$ cat src/rtl/adc_seq_pkg.sv
// Shared types for the averaging scan sequencer.
// Assumes: averaging codes map to 4/8/16/32 samples, so shifts stay below 6.
package adc_seq_pkg;

    typedef enum logic [1:0] {
        CM_SCAN_STROBE = 2'b00,
        CM_PER_ACQ     = 2'b01,
        CM_SCAN_SELECT = 2'b10,
        CM_EXTERNAL    = 2'b11
    } clk_mode_e;

    typedef enum logic [1:0] {
        SQ_IDLE,
        SQ_REQ,
        SQ_ACQ,
        SQ_WAIT
    } seq_state_e;

    // log2 of the sample count for one channel
    function automatic logic [2:0] avg_shift(input logic en, input logic [1:0] code);
        return en ? (3'd2 + {1'b0, code}) : 3'd0;
    endfunction

endpackage

$ cat src/rtl/seq_ctrl.sv
// Scan controller: captures the configuration at start, walks channels
// and samples, requests acquisitions, and drives done and overrun.
// Assumes conv_done only arrives after an acquisition request.
module seq_ctrl
    import adc_seq_pkg::*;
#(
    parameter int CH_W = 2
) (
    input  logic            clk,
    input  logic            rst_n,
    input  logic [1:0]      clk_mode,
    input  logic            avg_en,
    input  logic [1:0]      avg_code,
    input  logic [CH_W-1:0] last_ch,
    input  logic            trig,
    input  logic            fifo_clr,
    input  logic            conv_done,
    output logic            acq_start,
    output logic [CH_W-1:0] acq_ch,
    output logic            sample_add,
    output logic            sample_last,
    output logic [2:0]      shift_q,
    output logic            scan_done_n,
    output logic            overrun,
    output logic            busy
);

    seq_state_e      state;
    clk_mode_e       mode_q;
    logic [CH_W-1:0] ch_q;
    logic [CH_W-1:0] last_q;
    logic [4:0]      cnt_q;
    logic [5:0]      n_smp;
    logic            last_smp;
    logic            start;
    logic            scan_end;

    assign n_smp       = 6'd1 << shift_q;
    assign last_smp    = ({1'b0, cnt_q} == (n_smp - 6'd1));
    assign start       = (state == SQ_IDLE) && trig;
    assign sample_add  = (state == SQ_ACQ) && conv_done;
    assign sample_last = sample_add && last_smp;
    assign scan_end    = sample_last && (ch_q == last_q);
    assign acq_start   = (state == SQ_REQ);
    assign acq_ch      = ch_q;
    assign busy        = (state != SQ_IDLE);

    // State sequencing between idle, request, acquisition and trigger wait
    always_ff @(posedge clk) begin
        if (!rst_n) begin
            state <= SQ_IDLE;
        end else begin
            case (state)
                SQ_IDLE: if (trig) state <= SQ_REQ;
                SQ_REQ:  state <= SQ_ACQ;
                SQ_ACQ: begin
                    if (sample_add) begin
                        if (scan_end)                 state <= SQ_IDLE;
                        else if (mode_q == CM_PER_ACQ) state <= SQ_WAIT;
                        else                          state <= SQ_REQ;
                    end
                end
                SQ_WAIT: if (trig) state <= SQ_REQ;
                default: state <= SQ_IDLE;
            endcase
        end
    end

    // Configuration capture and channel / sample counters
    always_ff @(posedge clk) begin
        if (!rst_n) begin
            mode_q  <= CM_SCAN_STROBE;
            ch_q    <= '0;
            last_q  <= '0;
            cnt_q   <= '0;
            shift_q <= '0;
        end else if (start) begin
            mode_q <= clk_mode_e'(clk_mode);
            last_q <= last_ch;
            cnt_q  <= '0;
            if (clk_mode_e'(clk_mode) == CM_EXTERNAL) begin
                ch_q    <= last_ch;
                shift_q <= '0;
            end else begin
                ch_q    <= '0;
                shift_q <= avg_shift(avg_en, avg_code);
            end
        end else if (sample_add) begin
            if (last_smp) begin
                cnt_q <= '0;
                if (!scan_end) ch_q <= ch_q + 1'b1;
            end else begin
                cnt_q <= cnt_q + 5'd1;
            end
        end
    end

    // Active-low done line: clear wins, start raises, scan end lowers
    always_ff @(posedge clk) begin
        if (!rst_n)                                   scan_done_n <= 1'b1;
        else if (fifo_clr)                            scan_done_n <= 1'b1;
        else if (start)                               scan_done_n <= 1'b1;
        else if (scan_end && mode_q != CM_EXTERNAL)   scan_done_n <= 1'b0;
    end

    // Sticky overrun on a trigger during a pending or running acquisition
    always_ff @(posedge clk) begin
        if (!rst_n)                                           overrun <= 1'b0;
        else if (fifo_clr)                                    overrun <= 1'b0;
        else if (trig && (state == SQ_REQ || state == SQ_ACQ)) overrun <= 1'b1;
    end

    p_ext_keeps_done_r7: assert property (@(posedge clk) disable iff (!rst_n)
        (busy && mode_q == CM_EXTERNAL) |=> scan_done_n);

    p_wait_blocks_req_r5: assert property (@(posedge clk) disable iff (!rst_n)
        (state == SQ_WAIT && !trig) |=> !acq_start);

    p_overrun_cause_r9: assert property (@(posedge clk) disable iff (!rst_n)
        $rose(overrun) |-> ($past(trig) && $past(busy)));

    p_done_after_last_r6: assert property (@(posedge clk) disable iff (!rst_n)
        $fell(scan_done_n) |-> ($past(conv_done) && $past(busy)));

endmodule

$ cat src/rtl/avg_accum.sv
// Per-channel accumulator: adds each accepted sample, and on the last
// sample of a channel emits (sum >> shift) and clears itself.
// Assumes at most 32 samples per channel, hence 5 guard bits.
module avg_accum #(
    parameter int DW    = 12,
    localparam int ACC_W = DW + 5
) (
    input  logic          clk,
    input  logic          rst_n,
    input  logic          add,
    input  logic          is_last,
    input  logic [2:0]    shift,
    input  logic [DW-1:0] din,
    output logic          res_valid,
    output logic [DW-1:0] res_data
);

    logic [ACC_W-1:0] acc_q;
    logic [ACC_W-1:0] sum;
    logic [ACC_W-1:0] avg;

    assign sum       = acc_q + ACC_W'(din);
    assign avg       = sum >> shift;
    assign res_valid = add && is_last;
    assign res_data  = avg[DW-1:0];

    // Running sum of the current channel
    always_ff @(posedge clk) begin
        if (!rst_n)      acc_q <= '0;
        else if (add)    acc_q <= is_last ? '0 : sum;
    end

    p_avg_fits_r2: assert property (@(posedge clk) disable iff (!rst_n)
        res_valid |-> (avg < (ACC_W'(1) << DW)));

endmodule

$ cat src/rtl/result_fifo.sv
// Result queue with first-word-fall-through read. A push into a full
// queue is dropped; a pop of an empty queue is ignored; clear wins.
// Assumes DEPTH is a power of two.
module result_fifo #(
    parameter int DW    = 12,
    parameter int DEPTH = 8,
    localparam int AW   = $clog2(DEPTH)
) (
    input  logic          clk,
    input  logic          rst_n,
    input  logic          clr,
    input  logic          push,
    input  logic [DW-1:0] push_data,
    input  logic          pop,
    output logic          rd_valid,
    output logic [DW-1:0] rd_data
);

    logic [DW-1:0] mem [DEPTH];
    logic [AW-1:0] wr_ptr;
    logic [AW-1:0] rd_ptr;
    logic [AW:0]   count;
    logic          do_push;
    logic          do_pop;

    assign do_push  = push && (count != (AW+1)'(DEPTH));
    assign do_pop   = pop && (count != '0);
    assign rd_valid = (count != '0);
    assign rd_data  = mem[rd_ptr];

    // Storage write
    always_ff @(posedge clk) begin
        if (do_push && !clr) mem[wr_ptr] <= push_data;
    end

    // Pointer and occupancy tracking
    always_ff @(posedge clk) begin
        if (!rst_n || clr) begin
            wr_ptr <= '0;
            rd_ptr <= '0;
            count  <= '0;
        end else begin
            if (do_push) wr_ptr <= wr_ptr + 1'b1;
            if (do_pop)  rd_ptr <= rd_ptr + 1'b1;
            count <= count + (AW+1)'(do_push) - (AW+1)'(do_pop);
        end
    end

    p_no_overflow_r3: assert property (@(posedge clk) disable iff (!rst_n)
        count <= (AW+1)'(DEPTH));

    p_clear_empties_r8: assert property (@(posedge clk) disable iff (!rst_n)
        clr |=> !rd_valid);

endmodule

$ cat src/rtl/avg_scan_seq.sv
// Top of the averaging scan sequencer: controller, accumulator and
// result queue. The analog conversion is an external stub answering
// acq_start with conv_done/conv_data.
module avg_scan_seq #(
    parameter int DW    = 12,
    parameter int CH_W  = 2,
    parameter int DEPTH = 8
) (
    input  logic            clk,
    input  logic            rst_n,
    input  logic [1:0]      clk_mode,
    input  logic            avg_en,
    input  logic [1:0]      avg_code,
    input  logic [CH_W-1:0] last_ch,
    input  logic            trig,
    input  logic            fifo_clr,
    input  logic            conv_done,
    input  logic [DW-1:0]   conv_data,
    input  logic            rd_en,
    output logic            acq_start,
    output logic [CH_W-1:0] acq_ch,
    output logic            scan_done_n,
    output logic            overrun,
    output logic            busy,
    output logic            rd_valid,
    output logic [DW-1:0]   rd_data
);

    logic          sample_add;
    logic          sample_last;
    logic [2:0]    shift_q;
    logic          res_valid;
    logic [DW-1:0] res_data;

    seq_ctrl #(.CH_W(CH_W)) u_ctrl (
        .clk         (clk),
        .rst_n       (rst_n),
        .clk_mode    (clk_mode),
        .avg_en      (avg_en),
        .avg_code    (avg_code),
        .last_ch     (last_ch),
        .trig        (trig),
        .fifo_clr    (fifo_clr),
        .conv_done   (conv_done),
        .acq_start   (acq_start),
        .acq_ch      (acq_ch),
        .sample_add  (sample_add),
        .sample_last (sample_last),
        .shift_q     (shift_q),
        .scan_done_n (scan_done_n),
        .overrun     (overrun),
        .busy        (busy)
    );

    avg_accum #(.DW(DW)) u_accum (
        .clk       (clk),
        .rst_n     (rst_n),
        .add       (sample_add),
        .is_last   (sample_last),
        .shift     (shift_q),
        .din       (conv_data),
        .res_valid (res_valid),
        .res_data  (res_data)
    );

    result_fifo #(.DW(DW), .DEPTH(DEPTH)) u_fifo (
        .clk       (clk),
        .rst_n     (rst_n),
        .clr       (fifo_clr),
        .push      (res_valid),
        .push_data (res_data),
        .pop       (rd_en),
        .rd_valid  (rd_valid),
        .rd_data   (rd_data)
    );

    p_done_has_data_r6: assert property (@(posedge clk) disable iff (!rst_n)
        $fell(scan_done_n) |-> rd_valid);

endmodule

$ cat config.mk
export PLATFORM = sky130hd
export DESIGN_NAME = avg_scan_seq
export DESIGN_NICKNAME = d
export VERILOG_FILES = /design/src/rtl/adc_seq_pkg.sv /design/src/rtl/seq_ctrl.sv /design/src/rtl/avg_accum.sv /design/src/rtl/result_fifo.sv /design/src/rtl/avg_scan_seq.sv
export SDC_FILE = /design/constraint.sdc
export NUM_CORES = 1
export LEC_CHECK = 0
export ABC_AREA = 1
export BUFFER_PORTS_ARGS = -buffer_cell sky130_fd_sc_hd__buf_2
export CORE_MARGIN = 2
export CORE_UTILIZATION = 25
export DETAILED_ROUTE_END_ITERATION = 6
export PLACE_DENSITY = 0.41
export SETUP_SLACK_MARGIN = 0.05
export SYNTH_ARGS = -nofsm -noshare
export SYNTH_HDL_FRONTEND = slang
export SYNTH_SLANG_ARGS = --single-unit
$ cat constraint.sdc
create_clock -name clk -period 3.7 [get_ports clk]
set_input_delay 0.185 -clock clk [delete_from_list [all_inputs] [get_ports clk]]
set_output_delay 0.185 -clock clk [all_outputs]
set_load 0.05 [all_outputs]
==> results.json, run 1 <==
{
  "ctsResizeCount": 0,
  "place_ws_ns": 0.8523,
  "wl_per_cell_um": 14.17,
  "cts.root.buffer_cell": "clkbuf_16",
  "post-cts-setup-buffers": 0,
  "initialDrtViolationCount": 341,
  "io_buffers": 43,
  "rsz0062_at_grt": "no",
  "overflow": 0,
  "min_path_type": "primary input to flop",
  "dp_hpwl_mm": 13.41,
  "syn_area_um2": 7361,
  "crit_fanout": 17,
  "synth.avg_cell_area_um2": 8.355,
  "num_rows": 62,
  "drt_wl_total_mm": 18.77,
  "synthDistinctLibCells": 36,
  "placedInstanceArea_um2": 8034,
  "end_kind": "flop",
  "cp.required_ns": 4.00,
  "synth-seq-area-share_pct": 52.22,
  "yosysTopAreaCellShare_pct": 39.16,
  "drv_cap": 0,
  "synthArstFlopShare_pct": 0,
  "cts_tree": "done",
  "gp_congestion": 0.8023,
  "min_period_over_period_pct": 77.23,
  "final_design_area_no_fill_um2": 8631,
  "synth-edff-count": 96,
  "ys_ff_latch": 144,
  "irDropWorstVdd_uv": 348.5,
  "start_util_pct": 25.51,
  "cp_slowest_cell": "fa_1",
  "nets": 981,
  "cp_num_buf_inv": 6,
  "grt_use_total_pct": 12.79,
  "dieArea_um2": 30830,
  "worstPathArrival_ns": 3.15,
  "vias_per_cell": 4.433,
  "diodes": 0,
  "holdWs_ns": 0.02975,
  "die_w_um": 175.6,
  "htreeDepth": 4,
  "grt_max_degree": 49,
  "synthTopCellsByCount": "nand2_1 (204), nor2_1 (130), edfxtp_1 (96)",
  "skew_ns": 0.01443,
  "placed_cells": 1293,
  "synth_top_area_cell": "edfxtp_1",
  "post-route-drc-count": 0,
  "cp-start-kind": "flop",
  "path_clk_slew_ns": 0.06,
  "status": "complete, no violations",
  "synthFlopType": "edfxtp_1",
  "first_pass_iters": 4,
  "grt_pass1_vias": 6071,
  "cts_buffers": 17,
  "layout_setup_ws_ns": 0.8426,
  "power_density_nw_per_um2": 581.0,
  "max_freq_ghz": 0.3500,
  "leakage_nw": 3.469,
  "hold_violations": 0,
  "tns_ns": 0,
  "ys_warn_count": 0,
  "syn_nets": 934,
  "criticalPathCategory": "flop to flop",
  "critical-path-max-stage-delay_ns": 0.41,
  "synthCells": 881,
  "relSlewSlack_pct": 44.18,
  "holdBufCountCts": 0,
  "num_vias": 5874,
  "layout_min_cycle_time_ns": 2.857,
  "critPathTopFamily": "simple AND/OR/NAND/NOR gates",
  "antenna_found_initial": 0,
  "cp_cell_sequence": "buf_4 > inv_2 > nand3_1 > ha_1 > inv_1 > nand2_1 > nand2_1 > nand2_1 > inv_1 > nor2_1 > nor2_2 > nand2_1 > nor2_2 > nand2_2 > inv_1 > ha_1 > fa_1 > inv_1 > nor2_1",
  "grt_pass1_wl_mm": 31.11,
  "final_cells": 1325,
  "synth_area_leaders": "edfxtp_1 (39%), dfxtp_1 (13%), nand2_1 (10%), nor2_1 (6.6%), nand3_1 (6.2%)",
  "fin_util_pct": 29.91,
  "clock_sinks": 144,
  "setup_viol": 0,
  "power_mw": 5.015,
  "area_delta_synth_final_pct": 17.25,
  "final_antenna_net_count": 0,
  "io_pins": 44,
  "layout-drive-gt1-share_pct": 11.05,
  "drv_slew": 0,
  "die_y_um": 175.6,
  "clockBufferDepth": 2,
  "insertion_delay_ns": 0.43,
  "core_um2": 28860,
  "yosysMostFrequentCell": "nand2_1",
  "tightest_slew_ns": 0.8364
}
==> worst paths after layout <==
check                         start                to  slack [ns]  depth (start not counted)
setup / recovery  u_ctrl.shift_q[2]   u_fifo.count[1]        0.84                         19
hold / removal                 trig    u_ctrl.overrun        0.03                          3
setup reg to reg  u_ctrl.shift_q[2]   u_fifo.count[1]        0.84                         19
hold reg to reg    u_accum.acc_q[6]  u_accum.acc_q[6]        0.47                          2
==> cell type report <==
| cell class | instances | area [um2] |
|---|---|---|
| clock buffer | 17 | 425.4 |
| sequential | 144 | 3844 |
| timing repair buffer | 59 | 335.3 |
| tap | 384 | 480.5 |
| inverter | 87 | 326.6 |
| multi-input combinational | 619 | 3048 |
| clock inverter | 15 | 171.4 |
| fill | 3145 | 20230 |
==> cell usage in the layout, fill, tap and decap left out, types with 3 or more instances in the layout <==
cell       netlist  layout
nand4_1          5       5
nor3_1           3       3
o21ai_0         58      58
buf_2            0      43
xnor2_1          4       4
o22ai_1         13      13
a21oi_1         37      37
dfxtp_1         48      48
nand3_1         91      91
inv_1           84      84
a31oi_1         14      14
nor2_1         130     130
nand2_1        204     204
ha_1            26      26
clkinv_4         0       5
edfxtp_1        96      96
xor2_1           9       9
nor2_2           3       3
buf_4            1      16
inv_8            0       3
inv_6            0       3
and2_1           4       4
clkbuf_16        0      17
==> layer usage <==
metal	share of wire, %	vias to the layer above	track usage, %
met5	0	-	0
met4	1.4	0	3.857
met3	2.1	22	2.251
met2	48	71	22.26
met1	48	2733	16.16
li1	-	3048	-
==> report_power, final <==
group / leakage, nW / internal [mW] / switching [mW]
Clock: 0.294 / 0.960 / 0.768
Sequential: 1.25 / 1.89 / 0.0423
Combinational: 1.92 / 0.379 / 0.975
==> logic make-up after synthesis <==
| family | share of synthesized area (%) |
|---|---|
| XOR/XNOR | 1.547 |
| AO/OA/AOI/OAI | 9.536 |
| flip-flops | 52.22 |
| buffers and inverters | 6.374 |
| adder cells (fa/ha/maj) | 4.963 |
| AND/OR/NAND/NOR | 25.36 |
==> tightest hold or removal path, cell delays in order <==
cell     delay, ns
buf_2         0.10
a21oi_1       0.06
nor2_1        0.07
==> flip-flops by register name, indices dropped and copies added (netlist names), 3 cells and up, named ones only <==
name,count
u_fifo.count,4
u_ctrl.cnt_q,5
u_fifo.mem,96
u_ctrl.shift_q,3
u_fifo.rd_ptr,3
u_accum.acc_q,17
u_fifo.wr_ptr,3
Power figures use the tool's default switching activity.
==> inputs of run 2 (changes only) <==
--- a/config.mk
+++ b/config.mk
@@ -10,7 +10,7 @@
 export CORE_MARGIN = 2
 export CORE_UTILIZATION = 25
 export DETAILED_ROUTE_END_ITERATION = 6
-export PLACE_DENSITY = 0.41
+export PLACE_DENSITY = 0.42
 export SETUP_SLACK_MARGIN = 0.05
 export SYNTH_ARGS = -nofsm -noshare
 export SYNTH_HDL_FRONTEND = slang
==> constraint.sdc (replaced) <==
create_clock -name clk -period 2.4 [get_ports clk]
set_input_delay 0.12 -clock clk [delete_from_list [all_inputs] [get_ports clk]]
set_output_delay 0.12 -clock clk [all_outputs]
set_load 0.05 [all_outputs]
==> run 2 against run 1 <==
- setup slack got worse by 0.78 ns
- hold slack got worse by 0.020 ns
- clock skew decreased by 0.0044 ns
- sequential power increased by 54%
- flip-flop and latch count unchanged
- cell area increased by 13%
- critical path depth decreased by 6
- cell count increased by 3.9%
- combinational power increased by 100%
- fmax increased by 22%
- critical endpoint is now u_fifo.mem[6][6]
==> results.json, run 2 (synthesis results as in run 1) <==
{
  "criticalPathCategory": "flop to flop",
  "antenna_found_initial": 0,
  "cp-start-kind": "flop",
  "min_path_type": "primary input to flop",
  "layout_common_cells": "nand2_1 (177), nor2_1 (119), edfxtp_1 (96)",
  "critPathTopFamily": "simple AND/OR/NAND/NOR gates",
  "gp_congestion": 0.7981,
  "nets": 1033,
  "swShare_pct": 36.65,
  "final_antenna_net_count": 0,
  "post-route-drc-count": 0,
  "status": "complete, no violations",
  "hold_violations": 0,
  "largest_reg_flops": 96,
  "min_to": "u_ctrl.mode_q[0]",
  "layout_commonest_cell": "nand2_1",
  "num_rows": 62,
  "die_y_um": 175.6,
  "io_pins": 44,
  "skew_ns": 0.01001,
  "die_w_um": 175.6,
  "min_period_over_period_pct": 97.20,
  "setup_viol": 0,
  "power_frac_seq_pct": 35.5,
  "netSwitchingPower_mw": 3.083,
  "leakage_nw": 3.905,
  "placed_cells": 1333,
  "power_mw": 8.411,
  "cp_cell_sequence": "nor2_4 > nand2_2 > ha_4 > xnor2_1 > nor2_1 > nand2_1 > nor2_2 > nand2_2 > nor2_4 > nand2_4 > or2_4 > nor2_4 > buf_12",
  "vias_per_cell": 4.458,
  "p_int_mw": 5.328,
  "num_vias": 6138,
  "reg2reg_depth": 13,
  "critical-path-max-stage-delay_ns": 0.37,
  "cts.root.buffer_cell": "clkbuf_16",
  "reg.largest.list": "u_fifo.mem (96), u_accum.acc_q (17), u_ctrl.cnt_q (5)",
  "wl_per_cell_um": 14.42,
  "dp_hpwl_mm": 14.00,
  "crit_fanout": 12,
  "cp_num_buf_inv": 1,
  "layout-drive-gt1-share_pct": 24.47,
  "grt_max_degree": 35,
  "path_clk_slew_ns": 0.07,
  "layout_min_cycle_time_ns": 2.333,
  "cts_buffers": 17,
  "tightest_slew_ns": 0.4975,
  "worstPathArrival_ns": 2.47,
  "core_um2": 28860,
  "r2r-start": "u_ctrl.shift_q[0]",
  "cts_tree": "done",
  "final_cells": 1377,
  "end_kind": "flop",
  "drv_slew": 0,
  "cp.required_ns": 2.54,
  "power_density_nw_per_um2": 858.8,
  "first_pass_iters": 5,
  "pwr-share-comb_pct": 32.4,
  "clockBufferDepth": 2,
  "io_buffers": 43,
  "r2r_setup_slack_ns": 0.07,
  "top_register": "u_fifo.mem",
  "overflow": 0,
  "r2r-end": "u_fifo.mem[6][6]",
  "rsz0062_at_grt": "yes",
  "dieArea_um2": 30830,
  "area_delta_synth_final_pct": 33.06,
  "hp-start": "clk_mode[0]",
  "drv_cap": 0,
  "pwr-share-clk_pct": 32.1,
  "relSlewSlack_pct": 66.76,
  "grt_use_total_pct": 13.40,
  "max_freq_ghz": 0.4287,
  "clock_sinks": 144,
  "grt_pass1_wl_mm": 32.28,
  "grt_pass1_vias": 6120,
  "diodes": 0,
  "insertion_delay_ns": 0.43,
  "crit_top_cell": "nor2_4",
  "drt_wl_total_mm": 19.86,
  "hold_depth": 3,
  "htreeDepth": 4,
  "initialDrtViolationCount": 377,
  "cp_slowest_cell": "dfxtp_4",
  "start_util_pct": 25.51,
  "irDropWorstVdd_uv": 428.0
}
## run 2: worst max path at each step
| stage | startpoint | end | slack (ns) | depth (start not counted) |
|---|---|---|---|---|
| after CTS | u_ctrl.shift_q[0] | u_fifo.mem[6][3] | 0.01 | 13 |
| after floorplan | u_ctrl.shift_q[1] | u_fifo.mem[6][0] | -0.11 | 14 |
| final | u_ctrl.shift_q[0] | u_fifo.mem[6][6] | 0.07 | 13 |
| after global placement | u_ctrl.shift_q[0] | u_fifo.mem[6][4] | -0.05 | 13 |
| after detailed placement | u_ctrl.shift_q[0] | u_fifo.mem[6][8] | -0.1 | 13 |
| after global routing | u_ctrl.shift_q[0] | u_fifo.mem[6][3] | -0.11 | 13 |
## run 2: final cells by class
class	instances	area (um2)
fill	3038	19060
sequential	144	3851
multi-input combinational	619	3528
timing repair buffer	111	992.2
tap	384	480.5
clock buffer	17	425.4
inverter	87	337.8
clock inverter	15	178.9
## run 2: worst reg2reg max path, stage by stage (launching register included)
cell and delay, ns:
dfxtp_4 0.37, nor2_4 0.11, nand2_2 0.08, ha_4 0.21, xnor2_1 0.11, nor2_1 0.08
nand2_1 0.07, nor2_2 0.14, nand2_2 0.09, nor2_4 0.12, nand2_4 0.08, or2_4 0.29
nor2_4 0.15, buf_12 0.15
## run 2: what timing repair did
action,in CTS,in global routing
endpoints found under the hold margin,7,0
setup buffers,1,5
pin swaps,3,12
hold buffers,6,0
endpoints found under the setup margin,196,206
resized for setup,18,81
## run 2: metrics by stage
step	hold WS, ns	setup WS [ns]	util, %	TNS, ns	cell area (um2)
floorplan	0.2586	-0.1141	-	-6.647	7500
global placement	0.3828	-0.04531	30.08	-3.556	8681
detailed placement	0.3820	-0.09676	30.08	-8.902	8681
CTS	0.002471	0.01124	32.65	0	9422
global route	0.04189	-0.1077	33.94	-4.439	9794
finish	0.009791	0.06729	33.94	0	9794
## run 2: power by group through the flow
stage          registers, mW  clock network, mW  logic (mW)
2_1_floorplan           3.07                  0        1.58
3_3_place_gp            3.03                  0        2.60
5_1_grt                 3.00               2.86        3.04
3_5_place_dp            3.04                  0        2.59
6_report                2.98               2.70        2.73
4_1_cts                 2.98               2.77        2.63
## run 2: routing by layer
metal	vias to the layer above	routed length (um)	share of wire [%]	track usage, %
li1	3148	-	-	-
met1	2881	9580	48	17.87
met2	93	9395	47	22.26
met3	16	649	3.3	2.489
met4	0	235	1.2	3.685
met5	-	0	0	0
==> inputs of run 3 (changes only) <==
--- a/config.mk
+++ b/config.mk
@@ -11,6 +11,7 @@
 export CORE_UTILIZATION = 25
 export DETAILED_ROUTE_END_ITERATION = 6
 export PLACE_DENSITY = 0.42
+export REMOVE_ABC_BUFFERS = 1
 export SETUP_SLACK_MARGIN = 0.05
 export SYNTH_ARGS = -nofsm -noshare
 export SYNTH_HDL_FRONTEND = slang
==> run 3 against run 2 <==
- clock skew grew 0.0087 ns
- register-to-register slack is essentially flat
- non-clock buffer count increased by 8
- critical endpoint is now u_fifo.mem[6][7]
- largest cell class unchanged
- highest routed layer unchanged
==> results.json, run 3 (synthesis results as in run 1) <==
{
  "core_um2": 28860,
  "hold_depth": 3,
  "clockBufferDepth": 2,
  "leakage_nw": 3.866,
  "grt_max_degree": 35,
  "layout-drive-gt1-share_pct": 23.78,
  "dp_hpwl_mm": 14.07,
  "cp.required_ns": 2.53,
  "cp_cell_sequence": "nor2_4 > nand2_2 > ha_4 > xnor2_1 > nor2_1 > nand2_1 > nor2_2 > nand2_2 > nor2_4 > nand2_4 > or2_4 > nor2_4 > buf_6",
  "nets": 1041,
  "die_y_um": 175.6,
  "insertion_delay_ns": 0.43,
  "drv_cap": 0,
  "crit_fanout": 6,
  "htreeDepth": 4,
  "critical-path-max-stage-delay_ns": 0.37,
  "layout_min_cycle_time_ns": 2.318,
  "irDropWorstVdd_uv": 331.3,
  "wl_per_cell_um": 14.89,
  "cts.root.buffer_cell": "clkbuf_16",
  "top_register": "u_fifo.mem",
  "die_w_um": 175.6,
  "first_pass_iters": 5,
  "diodes": 0,
  "initialDrtViolationCount": 405,
  "area_delta_synth_final_pct": 32.11,
  "end_kind": "flop",
  "power_mw": 8.367,
  "start_util_pct": 25.51,
  "grt_use_total_pct": 13.63,
  "seqCellArea_um2": 3852,
  "relSlewSlack_pct": 62.73,
  "criticalPathCategory": "flop to flop",
  "nFillCells": 3087,
  "io_buffers": 43,
  "layout_common_cells": "nand2_1 (182), nor2_1 (118), edfxtp_1 (96)",
  "worstPathArrival_ns": 2.44,
  "vias_per_cell": 4.396,
  "grt_pass1_wl_mm": 32.91,
  "post-route-drc-count": 0,
  "rsz0062_at_grt": "yes",
  "cp_slowest_cell": "dfxtp_4",
  "crit_top_cell": "nor2_4",
  "cp-start-kind": "flop",
  "multi_input_area_um2": 3457,
  "clock_sinks": 144,
  "holdWs_ns": 0.04242,
  "power_density_nw_per_um2": 860.4,
  "placed_cells": 1331,
  "tightest_slew_ns": 0.5584,
  "status": "complete, no violations",
  "critPathTopFamily": "simple AND/OR/NAND/NOR gates",
  "min_period_over_period_pct": 96.59,
  "final_antenna_net_count": 0,
  "min_path_type": "primary input to flop",
  "final_cells": 1385,
  "num_rows": 62,
  "reg2reg_depth": 13,
  "gp_congestion": 0.7848,
  "setup_viol": 0,
  "cp_num_buf_inv": 1,
  "largest_reg_flops": 96,
  "reg.largest.list": "u_fifo.mem (96), u_accum.acc_q (17), u_ctrl.cnt_q (5)",
  "antenna_found_initial": 0,
  "grt_pass1_vias": 6033,
  "num_vias": 6089,
  "drv_slew": 0,
  "worst-path-stages": 13,
  "path_clk_slew_ns": 0.07,
  "layout_commonest_cell": "nand2_1",
  "io_pins": 44,
  "drt_wl_total_mm": 20.62,
  "hold_violations": 0,
  "cts_buffers": 17,
  "overflow": 0,
  "cts_tree": "done",
  "dieArea_um2": 30830,
  "skew_ns": 0.01871,
  "max_freq_ghz": 0.4314
}
## run 3: cell types whose count changed in the layout (fill, tap and decap cells not counted), sizes merged
cell / change
clkbuf: +1
buf: +9
bufinv: +2
clkinvlp: +4
inv: -4
clkinv: -4
## run 3: layer usage
| metal | vias up | track usage (%) | routed length (um) |
|---|---|---|---|
| met1 | 2831 | 18.74 | 10210 |
| met4 | 0 | 3.271 | 172 |
| met3 | 10 | 2.879 | 550 |
| met5 | - | 0 | 0 |
| met2 | 85 | 21.93 | 9693 |
| li1 | 3163 | - | - |
## run 3: through the flow
stage | instance area [um2] | utilization, % | TNS, ns | setup slack [ns]
4_1_cts | 9335 | 32.35 | -0.3777 | -0.03549
3_5_place_dp | 8469 | 29.35 | -7.335 | -0.1054
2_1_floorplan | 7218 | - | -60.88 | -0.6189
6_report | 9724 | 33.70 | 0 | 0.08194
3_3_place_gp | 8469 | 29.35 | -4.618 | -0.06585
5_1_grt | 9724 | 33.70 | -1.471 | -0.04272
## run 3: power by group
part	leakage, nW	switching [mW]	internal [mW]
clock network	0.283	1.13	1.58
logic	2.33	1.68	0.988
registers	1.25	0.0730	2.91
total	3.87	2.89	5.48
## run 3: timing repair
item / CTS / global route
hold endpoints to repair: 7 / 0
hold buffers: 6 / 0
cloned: 3 / 3
resized for setup: 44 / 82
pin swaps: 9 / 19
endpoints found under the setup margin: 195 / 200
setup buffers: 3 / 7
## run 3: cell type report
class                      count  share of cell area, %
clock buffer                  19                  4.555
tap                          384                  4.941
clock inverter                13                  1.557
timing repair buffer         119                  10.32
inverter                      87                  3.461
sequential                   144                  39.62
multi-input combinational    619                  35.55
## run 3: worst min-delay path, stage by stage
cell and delay, ns:
buf_2 0.09, o21ai_0 0.10, a21oi_1 0.12
## run 3: worst paths after layout
| path | from | to | slack, ns |
|---|---|---|---|
| hold reg to reg | u_fifo.rd_ptr[2] | flop | 0.46 |
| setup / recovery | u_ctrl.shift_q[0] | u_fifo.mem[6][7] | 0.08 |
| setup reg to reg | u_ctrl.shift_q[0] | u_fifo.mem[6][7] | 0.08 |
| hold / removal | clk_mode[0] | u_ctrl.mode_q[0] | 0.04 |
